==> src/rtl/mcyc_ctrl_pkg.sv <==
`timescale 1ns/1ps
package mcyc_ctrl_pkg;

  localparam int OP_W  = 6;
  localparam int ST_W  = 4;
  localparam int SEL_W = 2;

  localparam logic [OP_W-1:0] OP_RTYPE = 6'h00;
  localparam logic [OP_W-1:0] OP_LOAD  = 6'h23;
  localparam logic [OP_W-1:0] OP_STORE = 6'h2B;
  localparam logic [OP_W-1:0] OP_BEQ   = 6'h04;

  typedef enum logic [ST_W-1:0] {
    S_FETCH  = 4'd0,
    S_DECODE = 4'd1,
    S_ADDR   = 4'd2,
    S_LDMEM  = 4'd3,
    S_LDWB   = 4'd4,
    S_STMEM  = 4'd5,
    S_REXE   = 4'd6,
    S_RWB    = 4'd7,
    S_BR     = 4'd8
  } st_e;

  typedef enum logic [2:0] {
    K_RTYPE,
    K_LOAD,
    K_STORE,
    K_BRANCH,
    K_OTHER
  } cls_e;

  typedef struct packed {
    logic             pc_we;
    logic             pc_we_cond;
    logic             addr_sel;
    logic             mem_re;
    logic             mem_we;
    logic             ir_we;
    logic             wb_sel;
    logic             pc_sel;
    logic [SEL_W-1:0] alu_op;
    logic             alu_a_sel;
    logic [SEL_W-1:0] alu_b_sel;
    logic             rf_we;
    logic             rf_dst_sel;
  } ctrl_t;

endpackage

==> src/rtl/mcyc_ctrl_classify.sv <==
`timescale 1ns/1ps
module mcyc_ctrl_classify
  import mcyc_ctrl_pkg::*;
(
  input  logic [OP_W-1:0] opcode,
  output cls_e            cls
);

  function automatic cls_e classify(input logic [OP_W-1:0] op);
    case (op)
      OP_RTYPE: return K_RTYPE;
      OP_LOAD:  return K_LOAD;
      OP_STORE: return K_STORE;
      OP_BEQ:   return K_BRANCH;
      default:  return K_OTHER;
    endcase
  endfunction

  assign cls = classify(opcode);

endmodule

==> src/rtl/mcyc_ctrl_next.sv <==
`timescale 1ns/1ps
module mcyc_ctrl_next
  import mcyc_ctrl_pkg::*;
(
  input  st_e  cur,
  input  cls_e cls,
  output st_e  nxt
);

  function automatic st_e step(input st_e s, input cls_e k);
    case (s)
      S_FETCH:  return S_DECODE;
      S_DECODE: begin
        case (k)
          K_LOAD, K_STORE: return S_ADDR;
          K_RTYPE:         return S_REXE;
          K_BRANCH:        return S_BR;
          default:         return S_FETCH;
        endcase
      end
      S_ADDR: begin
        case (k)
          K_LOAD:  return S_LDMEM;
          K_STORE: return S_STMEM;
          default: return S_FETCH;
        endcase
      end
      S_LDMEM:  return S_LDWB;
      S_REXE:   return S_RWB;
      default:  return S_FETCH;
    endcase
  endfunction

  assign nxt = step(cur, cls);

endmodule

==> src/rtl/mcyc_ctrl_outputs.sv <==
`timescale 1ns/1ps
module mcyc_ctrl_outputs
  import mcyc_ctrl_pkg::*;
(
  input  st_e   cur,
  output ctrl_t ctl
);

  function automatic ctrl_t decode_state(input st_e s);
    ctrl_t c;
    c = '0;
    case (s)
      S_FETCH: begin
        c.mem_re    = 1'b1;
        c.ir_we     = 1'b1;
        c.pc_we     = 1'b1;
        c.alu_b_sel = 2'd1;
      end
      S_DECODE: c.alu_b_sel = 2'd3;
      S_ADDR: begin
        c.alu_a_sel = 1'b1;
        c.alu_b_sel = 2'd2;
      end
      S_LDMEM: begin
        c.mem_re   = 1'b1;
        c.addr_sel = 1'b1;
      end
      S_LDWB: begin
        c.rf_we  = 1'b1;
        c.wb_sel = 1'b1;
      end
      S_STMEM: begin
        c.mem_we   = 1'b1;
        c.addr_sel = 1'b1;
      end
      S_REXE: begin
        c.alu_a_sel = 1'b1;
        c.alu_op    = 2'd2;
      end
      S_RWB: begin
        c.rf_we      = 1'b1;
        c.rf_dst_sel = 1'b1;
      end
      S_BR: begin
        c.alu_a_sel  = 1'b1;
        c.alu_op     = 2'd1;
        c.pc_we_cond = 1'b1;
        c.pc_sel     = 1'b1;
      end
      default: c = '0;
    endcase
    return c;
  endfunction

  assign ctl = decode_state(cur);

endmodule

==> src/rtl/mcyc_ctrl.sv <==
`timescale 1ns/1ps
module mcyc_ctrl
  import mcyc_ctrl_pkg::*;
(
  input  logic             clk,
  input  logic             rst,
  input  logic [OP_W-1:0]  opcode,
  output logic [ST_W-1:0]  state_o,
  output logic             pc_we,
  output logic             pc_we_cond,
  output logic             addr_sel,
  output logic             mem_re,
  output logic             mem_we,
  output logic             ir_we,
  output logic             wb_sel,
  output logic             pc_sel,
  output logic [SEL_W-1:0] alu_op,
  output logic             alu_a_sel,
  output logic [SEL_W-1:0] alu_b_sel,
  output logic             rf_we,
  output logic             rf_dst_sel
);

  st_e   state_q;
  st_e   state_d;
  cls_e  op_cls;
  ctrl_t ctl;

  mcyc_ctrl_classify u_cls (.opcode(opcode), .cls(op_cls));
  mcyc_ctrl_next     u_nxt (.cur(state_q), .cls(op_cls), .nxt(state_d));
  mcyc_ctrl_outputs  u_out (.cur(state_q), .ctl(ctl));

  always_ff @(posedge clk) begin
    if (rst) state_q <= S_FETCH;
    else     state_q <= state_d;
  end

  assign state_o    = state_q;
  assign pc_we      = ctl.pc_we;
  assign pc_we_cond = ctl.pc_we_cond;
  assign addr_sel   = ctl.addr_sel;
  assign mem_re     = ctl.mem_re;
  assign mem_we     = ctl.mem_we;
  assign ir_we      = ctl.ir_we;
  assign wb_sel     = ctl.wb_sel;
  assign pc_sel     = ctl.pc_sel;
  assign alu_op     = ctl.alu_op;
  assign alu_a_sel  = ctl.alu_a_sel;
  assign alu_b_sel  = ctl.alu_b_sel;
  assign rf_we      = ctl.rf_we;
  assign rf_dst_sel = ctl.rf_dst_sel;

  // Named events for the checks below
  logic in_fetch, in_decode, in_ldmem, in_rexe, op_unknown, rst_q;
  assign in_fetch   = (state_q == S_FETCH);
  assign in_decode  = (state_q == S_DECODE);
  assign in_ldmem   = (state_q == S_LDMEM);
  assign in_rexe    = (state_q == S_REXE);
  assign op_unknown = (op_cls == K_OTHER);

  always_ff @(posedge clk) rst_q <= rst;


  always_ff @(negedge clk) begin
    if (rst_q === 1'b1) begin
      rst_state_chk: assert (state_o == 4'd0);
    end
  end


  fetch_to_decode_chk: assert property (@(posedge clk) disable iff (rst)
    in_fetch |=> (state_o == 4'd1));


  bad_op_chk: assert property (@(posedge clk) disable iff (rst)
    (in_decode && op_unknown) |=> (state_o == 4'd0));


  ld_seq_chk: assert property (@(posedge clk) disable iff (rst)
    in_ldmem |=> (state_o == 4'd4));


  r_seq_chk: assert property (@(posedge clk) disable iff (rst)
    in_rexe |=> (state_o == 4'd7));


  br_src_chk: assert property (@(posedge clk) disable iff (rst)
    pc_we_cond |-> (pc_sel && !pc_we && state_o == 4'd8));


  mem_excl_chk: assert property (@(posedge clk) disable iff (rst)
    !(mem_re && mem_we));

endmodule

==> config.mk <==
export PLATFORM = sky130hd
export DESIGN_NAME = mcyc_ctrl
export DESIGN_NICKNAME = d
export VERILOG_FILES = /design/src/rtl/mcyc_ctrl_pkg.sv /design/src/rtl/mcyc_ctrl_classify.sv /design/src/rtl/mcyc_ctrl_next.sv /design/src/rtl/mcyc_ctrl_outputs.sv /design/src/rtl/mcyc_ctrl.sv
export SDC_FILE = /design/constraint.sdc
export NUM_CORES = 1
export LEC_CHECK = 0
export BUFFER_PORTS_ARGS = -buffer_cell sky130_fd_sc_hd__buf_4
export CORE_AREA = 10 10 47 49
export CTS_CLUSTER_SIZE = 20
export DETAILED_ROUTE_END_ITERATION = 10
export DIE_AREA = 0 0 57 59
export GPL_TIMING_DRIVEN = 0
export PLACE_DENSITY_LB_ADDON = 0.3
export SLEW_MARGIN = 20
export SYNTH_ARGS = -nofsm -noshare
export SYNTH_HDL_FRONTEND = slang
export SYNTH_SLANG_ARGS = --single-unit
==> constraint.sdc <==
create_clock -name clk -period 1.2 [get_ports clk]
set_input_delay 0.18 -clock clk [delete_from_list [all_inputs] [get_ports clk]]
set_output_delay 0.18 -clock clk [all_outputs]
set_load 0.1 [all_outputs]
Word-level counts from Yosys, hierarchy flattened
Cells that the tools add are included.

storage, ports and cells
  output and inout port bits = 19
  input port bits = 8
  bits in registers = 4
  logic and storage cells = 38

cells by class
  equal/unequal tests = 14
  reduce and logical (&&, ||, !) cells = 8
  multiplexer cells = 15

operator list
  kind                  number
  $pmux W4 S5           1
  $eq A4 B3 Y1 const B  4
  $eq A6 B6 Y1 const B  2
  $pmux W3 S4           1
  $pmux W4 S3           1
  $mux W1               9
  $eq A4 B2 Y1 const B  2
  $reduce_or A2 Y1      4
  $eq A3 B2 Y1 const B  2
  $eq A6 B3 Y1 const B  1
  $logic_not A6 Y1      1
  $pmux W2 S3           1
  $pmux W3 S2           1
  $eq A4 B1 Y1 const B  1
  $eq A4 B4 Y1 const B  1
  $logic_not A4 Y1      1
  $pmux W2 S2           1
  $eq A3 B1 Y1 const B  1
  $logic_not A3 Y1      1
  $reduce_or A3 Y1      1

Logic depth before layout (Yosys ltp)
Gate-level depths: netlist (run 1).

  depth in word-level cells = 6
  mapped depth = 5

Modules after synthesis
Synthesis (run 1) repeated with hierarchy kept, for this count alone.

second synthesis, totals
  cells, all modules = 59
  area, all modules = 486.7 sq um

by module, submodules not included
  module              sequential area each (sq um)  cells each  times used  area each (sq um)
  mcyc_ctrl_outputs   0.0                           23          1           196.4
  mcyc_ctrl_next      0.0                           20          1           127.6
  mcyc_ctrl           80.1                          8           1           105.1
  mcyc_ctrl_classify  0.0                           8           1           57.6

Least setup slack after synthesis (run 1)
No wires, ideal clock.

  path type = register -> output
  start = register state_q[3], in the netlist state_o[3]
  end = output pc_we_cond
  data required time = 1020 ps
  cell stages (with the launch flop) = 5
  path slack = -3877 ps
  arrival time = 4897 ps
  cell sequence = dfxtp_1 > buf_6 > inv_1 > nor4_1 > buf_4

on the way
  word-level cells in the longest chain between the ends = 2

ends and longest elaborated chain
  item                    line             text
  start, declared         mcyc_ctrl.sv:24  st_e state_q;
  start signal, assigned  mcyc_ctrl.sv:35  else state_q <= state_d;
  $eq A4 B4 Y1            n/a
  $mux W1                 n/a
  end, declared           mcyc_ctrl.sv:10  output logic pc_we_cond,

No other way between the ends.

Worst setup path after layout (run 1)
  start = register state_q[3], in the netlist state_o[3]
  end = output rf_we

on the way
  word-level cells in the longest chain between the ends = 3

ends and longest elaborated chain
  item                                 line                     text
  $eq A4 B3 Y1                         mcyc_ctrl_outputs.sv:12  case (s)
  $reduce_or A2 Y1 (no source line) *  n/a
  $mux W1 *                            mcyc_ctrl_outputs.sv:12
  end, declared                        mcyc_ctrl.sv:20          output logic rf_we,

Every way passes the cells marked *; elsewhere a longest branch is shown, timed or not.

==> out/results.ini, run 1 <==
[outcome]
outcome = complete, but fails checks
violations = setup timing

[clock_network]
clk_latency_ns = 0.25
cts_tree = done
htree_num_levels = 1
root_buffer = clkbuf_4
cts_max_path_buffers = 2
cts-hold-fix-buffers = 0
cts.sinks = 4
numCtsBuffers = 3
clkTransAtPathRegs_ns = 0.04

[placed_design]
port_buffers = 26
dpl_worst_slack_ns = -0.345
place_congestion = 0.710
placed_area_um2 = 822
place_hpwl_mm = 1.17

[setup_path]
crit_type = register to output port
crit_required_ns = 1.02
crit_path_end_kind = output port
critPathMaxFanout = 8
worstPathArrival_ns = 1.44
crit_path_start_kind = register

[synthesis]
post_synth.cell_area_avg_um2 = 7.63
synth_area_um2 = 404
synth_compound_area_frac = 0.124
synth_edf_count = 0
yosysUniqueCellTypes = 29
synth-warning-count = 0
synth_mux_area_frac = 0
async_reset_ff_frac = 0
synth_top_area_frac = 0.198
synth_ff_type = dfxtp_1
synth-xor-area-share = 0.0650
yosysMostFrequentCell = nor3b_1
synth_nets = 61
seq_area_frac_synth = 0.198
synth_top_family_by_area = simple AND/OR/NAND/NOR gates
synthSimpleGateAreaFrac = 0.480
synth_commonest_cells = 6 x nor3b_1, 4 x buf_2, 4 x dfxtp_1, 4 x nor3_1, 4 x nor4_1
synthCells = 53
netlist_top_cells_area = dfxtp_1 20%, nor3b_1 11%, nor4_1 6.2%, buf_2 5.0%, nor3_1 5.0%
yosys.area.top_type = dfxtp_1
synthAdderAreaFrac = 0
ys_ff_latch = 4

[detailed_routing]
drtAntennaViolNets = 0
finalWirelength_mm = 2.04
drcViolationCount = 0
drtPass1Iterations = 3
drtIter0Drc = 3
drt-vias-per-instance = 5.22
avgRoutedWirePerCell_um = 18.2
vias = 585

[global_routing]
grt_overflow = 0
track_usage = 0.118
grt_pass1_vias = 673
antenna_found_initial = 0
grt_pass1_wl_mm = 3.24
grt_max_degree = 11

[final_layout]
nets = 106
seq_area_um2 = 95.1
design_area_um2 = 1240
fillers = 68
num_antenna_cells = 0
largest_reg_flops = 4
multi_input_area_um2 = 473
syn_to_final_growth_pct = 207
layout-drive-gt1-share = 0.802

[sta]
slew_headroom = 0.752
period_needed_ns = 1.62
finalSetupViolations = 19
worst_slew_pin_slew_ns = 0.369
clock_skew_ns = 0.00499
fmax_ghz = 0.617
slew_violations = 0
whs_ns = 0.227
finalHoldViolCount = 0
rsz0062_at_grt = yes
fin_crit_sh = 1.35
worst_slack_ns = -0.420

[pwr]
powerDensity_nw_per_um2 = 521
peakVddDrop_mv = 0.410
p_leak_nw = 0.502
total_power_mw = 0.647

[floorplanning]
initial_core_util = 0.288
die_w_um = 57
floorplan.die_area_um2 = 3360
rows = 14
io_pins = 27
die_height_um = 59
fp.coreArea_um2 = 1400

[worst_hold_path]
min_path_type = input pin to register

[job]
maxCapViolations = 0

path summary, 6_finish.rpt:
kind,from,end,slack [ns],cells after the start
worst max-delay path,state_o[3]$_SDFF_PP0_,rf_we,-0.42,5
worst min register to register,state_o[2]$_SDFF_PP0_,state_o[0]$_SDFF_PP0_,0.65,2
worst min-delay path,opcode[2],state_o[3]$_SDFF_PP0_,0.23,2
worst max register to register,state_o[3]$_SDFF_PP0_,state_o[1]$_SDFF_PP0_,-0.10,5
power by group:
part	internal [mW]	switching [mW]	total, mW
registers	0.130	0.00555	0.136
logic	0.140	0.189	0.329
clock network	0.113	0.0692	0.182
total	0.383	0.264	0.647
metal layers:
metal	GRT usage	share of wire
met1	0.103	0.37
met2	0.234	0.54
met3	0.0322	0.062
met4	0.0705	0.025
met5	0	0
cells by family after synthesis:
kind of cell,after synthesis
DFF,4
AOI/OAI and AO/OA,6
and+or+nand+nor,31
buffers and inverters,9
xor gates and xnor gates,3
critical path, cell delays in order (launching register included):
cell and delay, ns:
dfxtp_4 0.34, buf_12 0.14, nand2b_4 0.19, nor3_4 0.18
or2_4 0.17, buf_12 0.16
area by class of cell:
class / instances / area share
timing repair buffer: 41 / 0.417
multi-input combinational: 40 / 0.381
buffer: 6 / 0.0826
sequential: 4 / 0.0765
clock buffer: 3 / 0.0181
tap: 16 / 0.0161
inverter: 2 / 0.00906
cell usage in the layout, fill, tap and decap left out, types with 2 or more instances in the layout:
cell / n
buf_12: 16
buf_4: 15
buf_6: 14
nor3_4: 4
dfxtp_4: 4
nor4_4: 3
nor3b_4: 3
clkbuf_4: 3
nand2_1: 2
xor2_1: 2
or2_4: 2
nor3b_1: 2
o211ai_1: 2
buf_8: 2
metrics by stage:
stage | std cells | TNS (ns) | utilization
after floorplan | 53 | -11.94 | -
final | 112 | -5.24 | 0.887
after global placement | 95 | -2.51 | 0.587
after global routing | 112 | -5.96 | 0.887
after CTS | 109 | -4.81 | 0.834
after detailed placement | 95 | -2.63 | 0.587
repair_timing:
item / 4_1_cts / 5_1_grt
buffers inserted: 12 / 3
pin swaps: 9 / 6
setup endpoints to repair: 17 / 21
resized for setup: 54 / 12
No activity file was read; power rests on OpenSTA's default activity.
==> inputs of run 2 (changes only) <==
Settings changed: CORE_AREA 10 10 47 49 to 8 8 45 47, DIE_AREA 0 0 57 59 to 0 0 53 55, PLACE_DENSITY set to 0.61, PLACE_DENSITY_LB_ADDON 0.3 to unset.
==> run 2 against run 1 <==
The run still ends with setup timing left. Clock-buffer cell count unchanged. Setup slack worse by 0.17 ns. Sequential share of layout area fell by 0.44 points. Clock power decreased by 4%. Wire length is 57% higher. Final area is 6.1% higher. Final cell count rose by 8.0%. Register-to-register slack worse by 0.19 ns. Global-route usage grew 1.3 points. Critical path depth unchanged. Largest cell class unchanged. Largest power group unchanged.
==> out/results.ini, run 2 (synthesis gave the netlist of run 1 again) <==
[final_layout]
final_cell_mix = 20 x buf_4, 17 x buf_6, 16 x buf_12
layout.cells.non_filler = 121  ; +8.0%
largest_reg_flops = 4  ; unchanged
nets = 115  ; +8.5%
fillers = 31  ; -54%
multi_input_area_um2 = 453  ; -4.2%
finish.utilization = 0.953  ; +0.0664
num_antenna_cells = 0  ; unchanged
syn_to_final_growth_pct = 226
seq_area_um2 = 95.1  ; unchanged
final_common_cell = buf_4
layout-drive-gt1-share = 0.790  ; -0.0116

[sta]
slew_headroom = 0.671  ; -0.0819
finalHoldViolCount = 0  ; unchanged
worst_slew_pin_slew_ns = 0.491  ; +0.122 ns
fin_crit_sh = 1.49  ; +0.143
worst_slack_ns = -0.592  ; -0.171 ns
clock_skew_ns = 0.00134  ; -0.00365 ns
slew_violations = 0  ; unchanged
rsz0062_at_grt = yes
fmax_ghz = 0.558  ; -9.6%
period_needed_ns = 1.79  ; +0.171 ns
final.setup.tns_ns = -6.36  ; -1.11 ns
finalSetupViolations = 19  ; unchanged

[setup_path]
r2r_start = state_o[3]$_SDFF_PP0_
path_cells = buf_12, nor3b_1, a21oi_1, nor2_2, buf_8
critPathMaxFanout = 7  ; -1
rrSetupSlack_ns = -0.29  ; -0.19 ns
cp_top_family = simple AND/OR/NAND/NOR gates
crit_path_end_kind = output port
r2r_end = state_o[1]$_SDFF_PP0_
path_buf_inv = 2  ; unchanged
cp_slowest_cell = dfxtp_4
worst-r2r-cell-count = 6  ; +1
worstPathArrival_ns = 1.61  ; +0.17 ns
cp-endpoint = alu_a_sel
path_depth = 5  ; unchanged
crit_start = state_o[2]$_SDFF_PP0_
crit_required_ns = 1.02  ; about the same
critPathMaxStageDelay_ns = 0.36  ; +0.02 ns
crit_path_start_kind = register
crit_type = register to output port

[placed_design]
place_hpwl_mm = 1.13  ; -2.8%
placed_cells = 95  ; unchanged
port_buffers = 26  ; unchanged
place_congestion = 0.715  ; +0.70%

[floorplanning]
fp.coreArea_um2 = 1380  ; -1.2%
die_height_um = 55  ; -6.8%
die_w_um = 53  ; -7.0%
rows = 14  ; unchanged
io_pins = 27  ; unchanged
floorplan.die_area_um2 = 2920  ; -13%
initial_core_util = 0.292  ; +0.00365

[global_routing]
antenna_found_initial = 0  ; unchanged
grt_max_degree = 11  ; unchanged
grt_pass1_wl_mm = 2.88  ; -11%
grt_pass1_vias = 596  ; -11%
track_usage = 0.131  ; +0.0129
grt_overflow = 0  ; unchanged

[detailed_routing]
finalWirelength_mm = 3.20  ; +57%
vias = 737  ; +26%
drtAntennaViolNets = 0  ; unchanged
drt-vias-per-instance = 6.09  ; +17%
drtIter0Drc = 32  ; +29
avgRoutedWirePerCell_um = 26.5  ; +46%
drcViolationCount = 0  ; unchanged
drtPass1Iterations = 4  ; +1

[clock_network]
cts-hold-fix-buffers = 0  ; unchanged
numCtsBuffers = 3  ; unchanged
cts.sinks = 4  ; unchanged
cts_tree = done
cts_max_path_buffers = 2  ; unchanged
htree_num_levels = 1  ; unchanged
root_buffer = clkbuf_4
clkTransAtPathRegs_ns = 0.04  ; about the same
clk_latency_ns = 0.24  ; about the same

[outcome]
violations = setup timing
outcome = complete, but fails checks

[worst_hold_path]
hp-start = opcode[2]
min_path_type = input pin to register

[pwr]
total_power_mw = 0.671  ; +3.8%
powerDensity_nw_per_um2 = 509  ; -2.2%
p_leak_nw = 0.556  ; +11%
peakVddDrop_mv = 0.634  ; +54%

[job]
maxCapViolations = 0  ; unchanged

==> run 2: cell types whose count changed in the layout (fill, tap and decap cells not counted), sizes merged <==
| cell | previous run | this run |
|---|---|---|
| buf | 47 | 55 |
| clkbuf | 3 | 4 |
==> run 2: metrics by stage <==
| step | setup slack, ns | hold WS (ns) | instance area, um2 |
|---|---|---|---|
| floorplan | -1.22 | 0.344 | 607 |
| CTS | -0.380 | 0.210 | 1160 |
| finish | -0.592 | 0.245 | 1320 |
| detailed placement | -0.429 | 0.453 | 822 |
| global route | -0.607 | 0.242 | 1320 |
| global placement | -0.341 | 0.448 | 822 |
==> run 2: cell type report <==
class                      count  share of cell area
clock buffer                   3              0.0171
multi-input combinational     40               0.343
timing repair buffer          50               0.466
inverter                       2             0.00854
sequential                     4              0.0721
buffer                         6              0.0778
tap                           16              0.0152
==> run 2: how the worst min path moves through the flow <==
stage,to,slack (ns),cells past startpoint
after detailed placement,state_o[3]$_SDFF_PP0_,0.45,2
after global placement,state_o[3]$_SDFF_PP0_,0.45,2
after floorplan,state_o[3]$_SDFF_PP0_,0.34,1
after CTS,state_o[3]$_SDFF_PP0_,0.21,2
final,state_o[3]$_SDFF_PP0_,0.24,2
after global routing,state_o[3]$_SDFF_PP0_,0.24,2
==> run 2: worst register-to-register path, delay by kind of cell, from the launching register on <==
kind | cells | cell delay (ns)
and+or+nand+nor | 2 | 0.50
AOI/OAI and AO/OA | 1 | 0.17
DFF | 1 | 0.34
buffers and inverters | 3 | 0.39
==> run 2: repair_timing <==
item,4_1_cts,5_1_grt
setup buffers,15,8
setup endpoints to repair,17,19
cloned,0,1
endpoints found under the hold margin,0,0
resized for setup,46,16
pin swaps,8,11
==> run 2: report_power, final <==
| part | internal (mW) | switching (mW) | total [mW] |
|---|---|---|---|
| Sequential | 0.130 | 0.00849 | 0.139 |
| Combinational | 0.152 | 0.206 | 0.358 |
| Clock | 0.112 | 0.0622 | 0.175 |
| Total | 0.395 | 0.277 | 0.671 |
==> run 2: per-layer routing <==
metal / routed length, um / vias to the layer above / GRT usage / part of all wire
li1: - / 299 / - / -
met1: 1090 / 357 / 0.141 / 0.34
met2: 1630 / 63 / 0.244 / 0.51
met3: 310 / 18 / 0.0187 / 0.097
met4: 167 / 0 / 0.0647 / 0.052
met5: 0 / - / 0 / 0
